**src/rtl/rssi_agc_pkg.sv**
```systemverilog
package rssi_agc_pkg;
  typedef logic [1:0] gsel_t;

  localparam gsel_t G_HI  = 2'b10;
  localparam gsel_t G_MID = 2'b01;
  localparam gsel_t G_LO  = 2'b00;

  function automatic gsel_t ladder_lna(input logic [2:0] idx);
    case (idx)
      3'd0:    return G_HI;
      3'd4:    return G_LO;
      default: return G_MID;
    endcase
  endfunction

  function automatic gsel_t ladder_filt(input logic [2:0] idx);
    case (idx)
      3'd0, 3'd1: return G_HI;
      3'd2:       return G_MID;
      default:    return G_LO;
    endcase
  endfunction

  function automatic logic [6:0] lna_corr(input gsel_t g);
    case (g)
      G_MID:   return 7'd11;
      G_LO:    return 7'd30;
      default: return 7'd0;
    endcase
  endfunction

  function automatic logic [6:0] filt_corr(input gsel_t g);
    case (g)
      G_MID:   return 7'd19;
      G_LO:    return 7'd38;
      default: return 7'd0;
    endcase
  endfunction
endpackage

```
**src/rtl/agc_ladder.sv**
```systemverilog
module agc_ladder #(
  parameter int CODE_W = 7,
  parameter int DLY_W  = 8,
  parameter int NSTEPS = 5,
  localparam int STEP_W = $clog2(NSTEPS)
) (
  input  logic              clk,
  input  logic              rst_n,
  input  logic              acc,
  input  logic              run,
  input  logic [CODE_W-1:0] code,
  input  logic [CODE_W-1:0] lo_thr,
  input  logic [CODE_W-1:0] hi_thr,
  input  logic [DLY_W-1:0]  dly,
  output logic [STEP_W-1:0] step,
  output logic [DLY_W-1:0]  hold
);
  localparam logic [STEP_W-1:0] LAST = STEP_W'(NSTEPS - 1);

  logic go_down, go_up;
  assign go_down = (code > hi_thr) && (step != LAST);
  assign go_up   = (code < lo_thr) && (step != '0);

  always_ff @(posedge clk) begin
    if (!rst_n) begin
      step <= '0;
      hold <= '0;
    end else if (acc && run) begin
      if (hold != '0) begin
        hold <= hold - 1'b1;
      end else if (go_down) begin
        step <= step + 1'b1;
        hold <= dly;
      end else if (go_up) begin
        step <= step - 1'b1;
        hold <= dly;
      end
    end
  end
endmodule

```
**src/rtl/agc_gain_map.sv**
```systemverilog
module agc_gain_map
  import rssi_agc_pkg::*;
#(
  parameter int STEP_W = 3,
  parameter int CORR_W = 7
) (
  input  logic [STEP_W-1:0] step,
  input  logic              lna_auto,
  input  logic              filt_auto,
  input  gsel_t             lna_man,
  input  gsel_t             filt_man,
  output gsel_t             lna,
  output gsel_t             filt,
  output logic [CORR_W-1:0] corr
);
  logic [2:0] idx;
  assign idx  = 3'(step);
  assign lna  = lna_auto  ? ladder_lna(idx)  : lna_man;
  assign filt = filt_auto ? ladder_filt(idx) : filt_man;
  assign corr = CORR_W'(lna_corr(lna)) + CORR_W'(filt_corr(filt));
endmodule

```
**src/rtl/agc_out_stage.sv**
```systemverilog
module agc_out_stage #(
  parameter int W = 20
) (
  input  logic         clk,
  input  logic         rst_n,
  input  logic         in_valid,
  output logic         in_ready,
  input  logic [W-1:0] in_data,
  output logic         out_valid,
  input  logic         out_ready,
  output logic [W-1:0] out_data
);
  assign in_ready = !out_valid || out_ready;

  always_ff @(posedge clk) begin
    if (!rst_n) begin
      out_valid <= 1'b0;
      out_data  <= '0;
    end else if (in_ready) begin
      out_valid <= in_valid;
      if (in_valid) out_data <= in_data;
    end
  end
endmodule

```
**src/rtl/rssi_agc.sv**
```systemverilog
module rssi_agc
  import rssi_agc_pkg::*;
#(
  parameter int CODE_W = 7,
  parameter int DLY_W  = 8,
  parameter int NSTEPS = 5,
  localparam int STEP_W = $clog2(NSTEPS),
  localparam int WORD_W = CODE_W + 4,
  localparam int PWR_W  = CODE_W + 2
) (
  input  logic              clk,
  input  logic              rst_n,
  input  logic              rssi_valid,
  output logic              rssi_ready,
  input  logic [CODE_W-1:0] rssi_code,
  input  logic [CODE_W-1:0] cfg_lo_thr,
  input  logic [CODE_W-1:0] cfg_hi_thr,
  input  logic [DLY_W-1:0]  cfg_delay,
  input  logic              cfg_lna_auto,
  input  logic              cfg_filt_auto,
  input  logic [1:0]        cfg_lna_man,
  input  logic [1:0]        cfg_filt_man,
  output logic [1:0]        lna_sel,
  output logic [1:0]        filt_sel,
  output logic              out_valid,
  input  logic              out_ready,
  output logic [WORD_W-1:0] out_word,
  output logic [PWR_W-1:0]  out_pwr
);
  localparam int REC_W = PWR_W + WORD_W;

  logic              acc;
  logic [STEP_W-1:0] step;
  logic [DLY_W-1:0]  hold;
  logic [CODE_W-1:0] corr;
  logic [PWR_W-1:0]  pwr;
  logic [REC_W-1:0]  rec_in, rec_out;

  assign acc = rssi_valid && rssi_ready;

  agc_ladder #(.CODE_W(CODE_W), .DLY_W(DLY_W), .NSTEPS(NSTEPS)) u_lad (
    .clk(clk), .rst_n(rst_n), .acc(acc), .run(cfg_lna_auto && cfg_filt_auto),
    .code(rssi_code), .lo_thr(cfg_lo_thr), .hi_thr(cfg_hi_thr), .dly(cfg_delay),
    .step(step), .hold(hold)
  );

  agc_gain_map #(.STEP_W(STEP_W), .CORR_W(CODE_W)) u_map (
    .step(step), .lna_auto(cfg_lna_auto), .filt_auto(cfg_filt_auto),
    .lna_man(cfg_lna_man), .filt_man(cfg_filt_man),
    .lna(lna_sel), .filt(filt_sel), .corr(corr)
  );

  assign pwr    = PWR_W'(rssi_code) + PWR_W'(corr) - PWR_W'(220);
  assign rec_in = {pwr, lna_sel, filt_sel, rssi_code};

  agc_out_stage #(.W(REC_W)) u_out (
    .clk(clk), .rst_n(rst_n), .in_valid(rssi_valid), .in_ready(rssi_ready),
    .in_data(rec_in), .out_valid(out_valid), .out_ready(out_ready),
    .out_data(rec_out)
  );

  assign out_pwr  = rec_out[REC_W-1 -: PWR_W];
  assign out_word = rec_out[WORD_W-1:0];
endmodule

```
**config.mk**
```make
export PLATFORM = sky130hd
export DESIGN_NAME = rssi_agc
export DESIGN_NICKNAME = d
export VERILOG_FILES = /design/src/rtl/rssi_agc_pkg.sv /design/src/rtl/agc_ladder.sv /design/src/rtl/agc_gain_map.sv /design/src/rtl/agc_out_stage.sv /design/src/rtl/rssi_agc.sv
export SDC_FILE = /design/constraint.sdc
export NUM_CORES = 1
export LEC_CHECK = 0
export ABC_AREA = 1
export BUFFER_PORTS_ARGS = -buffer_cell sky130_fd_sc_hd__buf_2
export CORE_ASPECT_RATIO = 1.1
export CORE_MARGIN = 2
export CORE_UTILIZATION = 25
export CTS_CLUSTER_DIAMETER = 30
export DETAILED_ROUTE_END_ITERATION = 7
export PLACE_DENSITY_LB_ADDON = 0.05
export SYNTH_ARGS = -nofsm -noshare
export SYNTH_HDL_FRONTEND = slang
export SYNTH_SLANG_ARGS = --single-unit
```
**constraint.sdc**
```tcl
create_clock -name clk -period 6.4 [get_ports clk]
set_input_delay 1.92 -clock clk [delete_from_list [all_inputs] [get_ports clk]]
set_output_delay 1.92 -clock clk [all_outputs]
set_load 0.01 [all_outputs]
```
=== Word-level counts from Yosys, hierarchy flattened ===
Index checks and enable logic that the tools add are counted.

* Add/sub/neg operators: 6
* $lt $le $gt $ge: 2
* Equality and inequality tests: 6
* Mux-type cells: 11
* Bitwise gates (word level): 1
* Reductions and logical operators: 18

{| class="wikitable"
|+ Operator list
! kind !! number
|-
| two-way mux 8 bit || 3
|-
| one-hot mux 6 bit (2 select lines) || 1
|-
| one-hot mux 5 bit (2 select lines) || 1
|-
| subtractor 8 x 8 -> 9 bit (second input constant) || 1
|-
| adder 7 x 7 -> 8 bit || 1
|-
| one-hot mux 2 bit (2 select lines) || 2
|-
| nonzero test 8 bit || 1
|-
| subtractor 8 x 1 -> 8 bit (second input constant) || 1
|-
| adder 5 x 6 -> 7 bit || 1
|-
| greater-than comparator 7 bit || 1
|-
| less-than comparator 7 bit || 1
|-
| two-way mux 3 bit || 2
|-
| nonzero test 3 bit || 2
|-
| logical AND 1 bit || 5
|-
| == test 2 x 1 -> 1 bit (second input constant) || 2
|-
| logical NOT 2 bit || 2
|-
| two-way mux 2 bit || 2
|-
| AND reduction 2 bit || 2
|-
| adder 3 x 1 -> 3 bit (second input constant) || 1
|-
| == test 3 x 1 -> 1 bit (second input constant) || 1
|-
| == test 3 x 2 -> 1 bit (second input constant) || 1
|-
| == test 3 bit (second input constant) || 1
|-
| logical NOT 3 bit || 1
|-
| != test 3 bit (second input constant) || 1
|-
| 7 further kinds || 7
|}

* Flip-flop bits (word level): 32
* Input bits: 39
* Output and inout port bits: 26
* Logic and storage cells: 48

=== Logic depth before layout (Yosys ltp) ===
* Word-level depth: 9
* Mapped depth: 20
* Mapped depth without buffers: 20

=== Hierarchy ===
Synthesis repeated with hierarchy kept, for this count alone.

* Cells, all modules: 448
* Area total of the unflattened synthesis: 3024.2 µm²

{| class="wikitable"
|+ Modules (own cells, without submodules)
! module !! instances !! cells an instance !! area each (µm²) !! seq. area each (µm²)
|-
| agc_ladder || 1 || 183 || 1201.2 || 220.2
|-
| agc_out_stage || 1 || 136 || 1036.0 || 420.4
|-
| rssi_agc || 1 || 68 || 424.2 || 0.0
|-
| agc_gain_map || 1 || 61 || 362.8 || 0.0
|}

=== Worst setup path after synthesis ===
No wires, ideal clock.

* Kind: input -> register
* From: input cfg_filt_auto
* To: register u_out.out_data[18]
* Setup time: 117 ps
* Data arrival time: 4458 ps
* Required time: 6283 ps
* Path slack: 1825 ps
* Stages on the path: 18
* Buffers on the path: 0
* Path through: inv_1 > nor2_1 > a22oi_1 > inv_1 > nor2_1 > inv_1 > fa_1 > inv_1 > ha_1 > ha_1 > a21oi_1 > nand2_1 > nand2_1 > nand2_1 > a21oi_1 > nor2_1 > nor2_1 > nor2_1

* Longest elaborated chain between the ends: 6
* Elaborated cells on any way between the ends: 7
* Classes of those cells: 3 x add/sub; 1 x eq/ne; 2 x mux; 1 x reduce/logical

{| class="wikitable"
|+ RTL lines
! element !! RTL line !! RTL
|-
| start, declared || rssi_agc.sv:20 || <nowiki>input logic cfg_filt_auto,</nowiki>
|-
| two-way mux 2 bit (*) || agc_gain_map.sv:19 || <nowiki>assign filt = filt_auto ? ladder_filt(idx) : filt_man;</nowiki>
|-
| via filt_sel[1] || rssi_agc.sv:24 || <nowiki>output logic [1:0] filt_sel,</nowiki>
|-
| == test 2 x 1 -> 1 bit or logical NOT 2 bit (tied branches) || rssi_agc_pkg.sv:33 || <nowiki>case (g)</nowiki>
|-
| one-hot mux 6 bit (2 select lines) (*) || rssi_agc_pkg.sv:33 ||
|-
| adder 5 x 6 -> 7 bit (*) || agc_gain_map.sv:20 || <nowiki>assign corr = CORR_W'(lna_corr(lna)) + CORR_W'(filt_corr(filt));</nowiki>
|-
| adder 7 x 7 -> 8 bit (*) || rssi_agc.sv:53 || <nowiki>assign pwr = PWR_W'(rssi_code) + PWR_W'(corr) - PWR_W'(220);</nowiki>
|-
| subtractor 8 x 8 -> 9 bit (*) || rssi_agc.sv:53 ||
|-
| end signal, assigned || agc_out_stage.sv:21 || <nowiki>if (in_valid) out_data <= in_data;</nowiki>
|-
| end, declared || agc_out_stage.sv:11 || <nowiki>output logic [W-1:0] out_data</nowiki>
|}

Mark *: on every way through the listed nets, which the timed path passes. The rest lies on a longest branch.
A chain may end at the register's enable or synchronous reset.

=== Final worst setup path ===
* From: input cfg_filt_auto
* To: output filt_sel[1]

* Longest elaborated chain between the ends: 1

{| class="wikitable"
|+ RTL lines
! element !! RTL line
|-
| two-way mux 2 bit || agc_gain_map.sv:19
|-
| end, declared || rssi_agc.sv:24
|}

Every way passes these cells.

==> run metrics <==
outcome finished, final reports clean; aggregate global routing overflow 0; Die Y 109 µm; kind of capture point of the worst setup path primary output; number of global-route vias before repair 2118; combinational fraction of design power 37.2%; Initial DRT Pass Iterations 4; horizontal extent of the die 99.1 µm; number of buffers inserted by hold repair at cts 0; number of warnings printed during yosys synthesis 0; post-CTS resize count 0; Hold Path Cell Cnt 2; area inside the core boundary 9790 µm²; diode insertion count for antenna repair 0; destination of the worst hold path u_out.out_data[12]; clock tree from TritonCTS yes; via density per instance 4.37; total clock sinks 32; number of enable-type register cells in the synthesized netlist 0; Worst Path Max Fanout 4; count of final max-slew check failures 0; setup repair after global routing missed its margin no; number of synthesized register bits 32; P_leak 1.66 nW; filler instances 1130; CP Cell Sequence buf_2, inv_1, nor2_1, a22oi_1, inv_1, buf_2; antenna violations before repair 0; combined global-route utilization of all metal layers 12.5%; routability congestion estimate 0.796; destination of the worst register-to-register timing path u_out.out_data[18]; part of the power in the clock network 29.1%; final core utilization 30.8%; post-route fraction of the period consumed by the critical path 74.1%; storage element area 641 µm²; share of synthesized flip-flops with an asynchronous set or reset 0%; initial cell density of the core 25.4%; CP Data Required Time 4.48 ns; power density of the placed cells 227 nW/µm²; Least-Margin Pin Slew 0.724 ns; count of unresolved DRC violations after routing 0; vias 2371; syn_area_per_cell 6.93 µm²; post-layout minimum cycle time 4.74 ns; number of nets at the end of the flow 498; slack of the worst reg-to-reg path 2.79 ns; share of final-layout standard cells stronger than drive strength 1 20.6%; number of post-CTS setup repair buffers 0; post-synthesis cell count 359; IR Drop Worst-Case VDD 0.000127 V; number of placed I/O pins 65; top flip-flop cell by instance count after synthesis dfxtp_1; count of input and output buffers 64; Netlist cell types 31; sequential fraction of design power 33.6%; count of buffering cells on the critical path with inverters included 4; maximum frequency from static timing analysis 0.211 GHz; number of setup violations in the final report 0; Rel. slew slack 51.7%; area of the die 10800 µm²; cell-internal power 0.433 mW; cell at the root of the clock tree clkbuf_8; CP Launch Type primary input; final wirelength 6.65 mm; final clock skew 0.00179 ns; Worst EP arrival 2.82 ns; CTS H-tree lvls 2; number of clock buffers inserted by TritonCTS 5; area growth from synthesis to final layout 21.3%; sequential share of the synthesized area 25.8%; first-pass GRT wire length 10.6 mm; delay of the slowest cell on the worst path 0.36 ns; maximum number of pins on one net before global-route repair 30; Crit Path Class primary input to primary output; Hold Path Origin u_out.out_data[12]; Register-to-Register Path Depth 20; routed wire length per instance 12.3 µm; Net Count, Synth 436; synthesized area 2490 µm²; delay-heaviest family, CP buffers and inverters; cell with the largest stage delay on the worst path a22oi_1; CTS Buffer Depth 2; Routed Antenna Nets 0; std cell rows 38; P_sw 0.250 mW; sum of net half-perimeters after detailed placement 5.26 mm; start of the worst register-to-register path u_lad.step[0]; Max-Cap Viols 0; post-route setup TNS 0 ns; clock-pin slew reported for the worst setup and hold paths after clock tree synthesis 0.07 ns; latest clock arrival within the worst-skew pair 0.28 ns; multi-input logic area 1570 µm²; proportion of total power due to net switching 36.6%; worst hold-check path type flop to flop; initial drt markers 73; final-report hold violation count 0
## state kept, by name (all words and copies together), names as in the netlist
| register | count |
|---|---|
| u_lad.hold | 8 |
| u_lad.step | 3 |
| u_out.out_data | 20 |
| u_out.out_valid | 1 |
## worst register-to-register path, stage by stage (launching register included)
cell and delay (ns):
dfxtp_1 0.37, inv_1 0.11, ha_1 0.26, nor2_1 0.15, inv_1 0.05, a22oi_1 0.34, inv_1 0.12, nor2_1 0.19
inv_1 0.08, fa_1 0.50, inv_1 0.04, ha_1 0.29, ha_1 0.35, a21oi_1 0.14, nand2_1 0.09, nand2_1 0.06
nand2_1 0.05, a21oi_1 0.15, nor2_1 0.05, nor2_1 0.09, nor2_1 0.04
## power groups by stage
stage          logic, mW  clock network (mW)  registers [mW]
6_report           0.254               0.199           0.230
5_1_grt            0.297               0.215           0.232
4_1_cts            0.261               0.209           0.230
3_5_place_dp       0.259                   0           0.235
3_3_place_gp       0.260                   0           0.235
2_1_floorplan      0.186                   0           0.239
## placed cells by master, fill, tap and decap left out, drive strengths merged, types with 3 or more instances in the layout
| cell | instances |
|---|---|
| dfxtp | 32 |
| nor2 | 54 |
| buf | 64 |
| xor2 | 3 |
| o21ai | 22 |
| fa | 5 |
| nand2 | 77 |
| ha | 33 |
| nand3 | 21 |
| inv | 59 |
| clkbuf | 5 |
| a21oi | 29 |
## worst max-delay path by stage
stage / startpoint / endpoint / slack (ns) / cells past startpoint
after floorplan: cfg_filt_auto / u_out.out_data[18] / 1.82 / 18
after CTS: cfg_filt_auto / filt_sel[1] / 1.65 / 6
final: cfg_filt_auto / filt_sel[1] / 1.66 / 6
after global routing: cfg_filt_auto / u_out.out_data[18] / 1.48 / 19
after detailed placement: cfg_filt_auto / u_out.out_data[18] / 1.48 / 19
after global placement: cfg_lna_auto / u_out.out_data[17] / 1.53 / 12
## cell families (layout without fill, tap and decap cells)
logic type / Yosys count / count (layout) / share of synthesized area [%]
adder cells (fa/ha/maj): 38 / 38 / 20.6
AO/OA/AOI/OAI: 56 / 56 / 12.1
XOR/XNOR: 5 / 5 / 1.76
AND/OR/NAND/NOR: 159 / 159 / 28.6
flip-flops: 32 / 32 / 25.8
buffers and inverters: 69 / 132 / 11.2
## metrics by stage
step,hold WS [ns],instances,setup slack [ns],area (µm²),power [mW]
floorplan,0.474,359,1.82,2490,0.425
global placement,0.464,534,1.53,2900,0.495
detailed placement,0.471,534,1.48,2900,0.494
CTS,0.489,542,1.65,3020,0.700
global route,0.516,542,1.48,3020,0.744
finish,0.483,542,1.66,3020,0.683
## metal layers
layer  wire length (µm)  vias to the layer above  global-route usage (%)
met5                  0                        -                       0
met4                 65                        0                    3.23
met2               3280                       39                    21.8
met1               3030                     1069                    15.8
li1                   -                     1258                       -
met3                269                        5                    2.65
## cell type report
class	instances	area share [%]
Sequential cell	32	21.2
Inverter	60	7.47
Clock inverter	3	1.41
Clock buffer	5	2.28
Timing Repair Buffer	64	10.6
Tap cell	120	4.98
Multi-Input combinational cell	258	52.0
## synthesized netlist by cell type, types with 2 or more instances
cell	instances	area, µm²
nand3b_1	2	15.0
nand3_1	18	90.1
nor2_1	51	191
fa_1	5	100
buf_2	3	15.0
buf_6	2	22.5
a22oi_1	2	15.0
nand2_2	5	31.3
a21oi_1	28	140
xnor2_1	2	17.5
clkbuf_1	4	15.0
nand3_2	2	20.0
o21ai_0	22	110
nor3b_1	2	15.0
inv_1	59	221
xor2_1	3	26.3
nand2_1	72	270
ha_1	33	413
dfxtp_1	32	641
No activity file was read; power rests on OpenSTA's default activity.
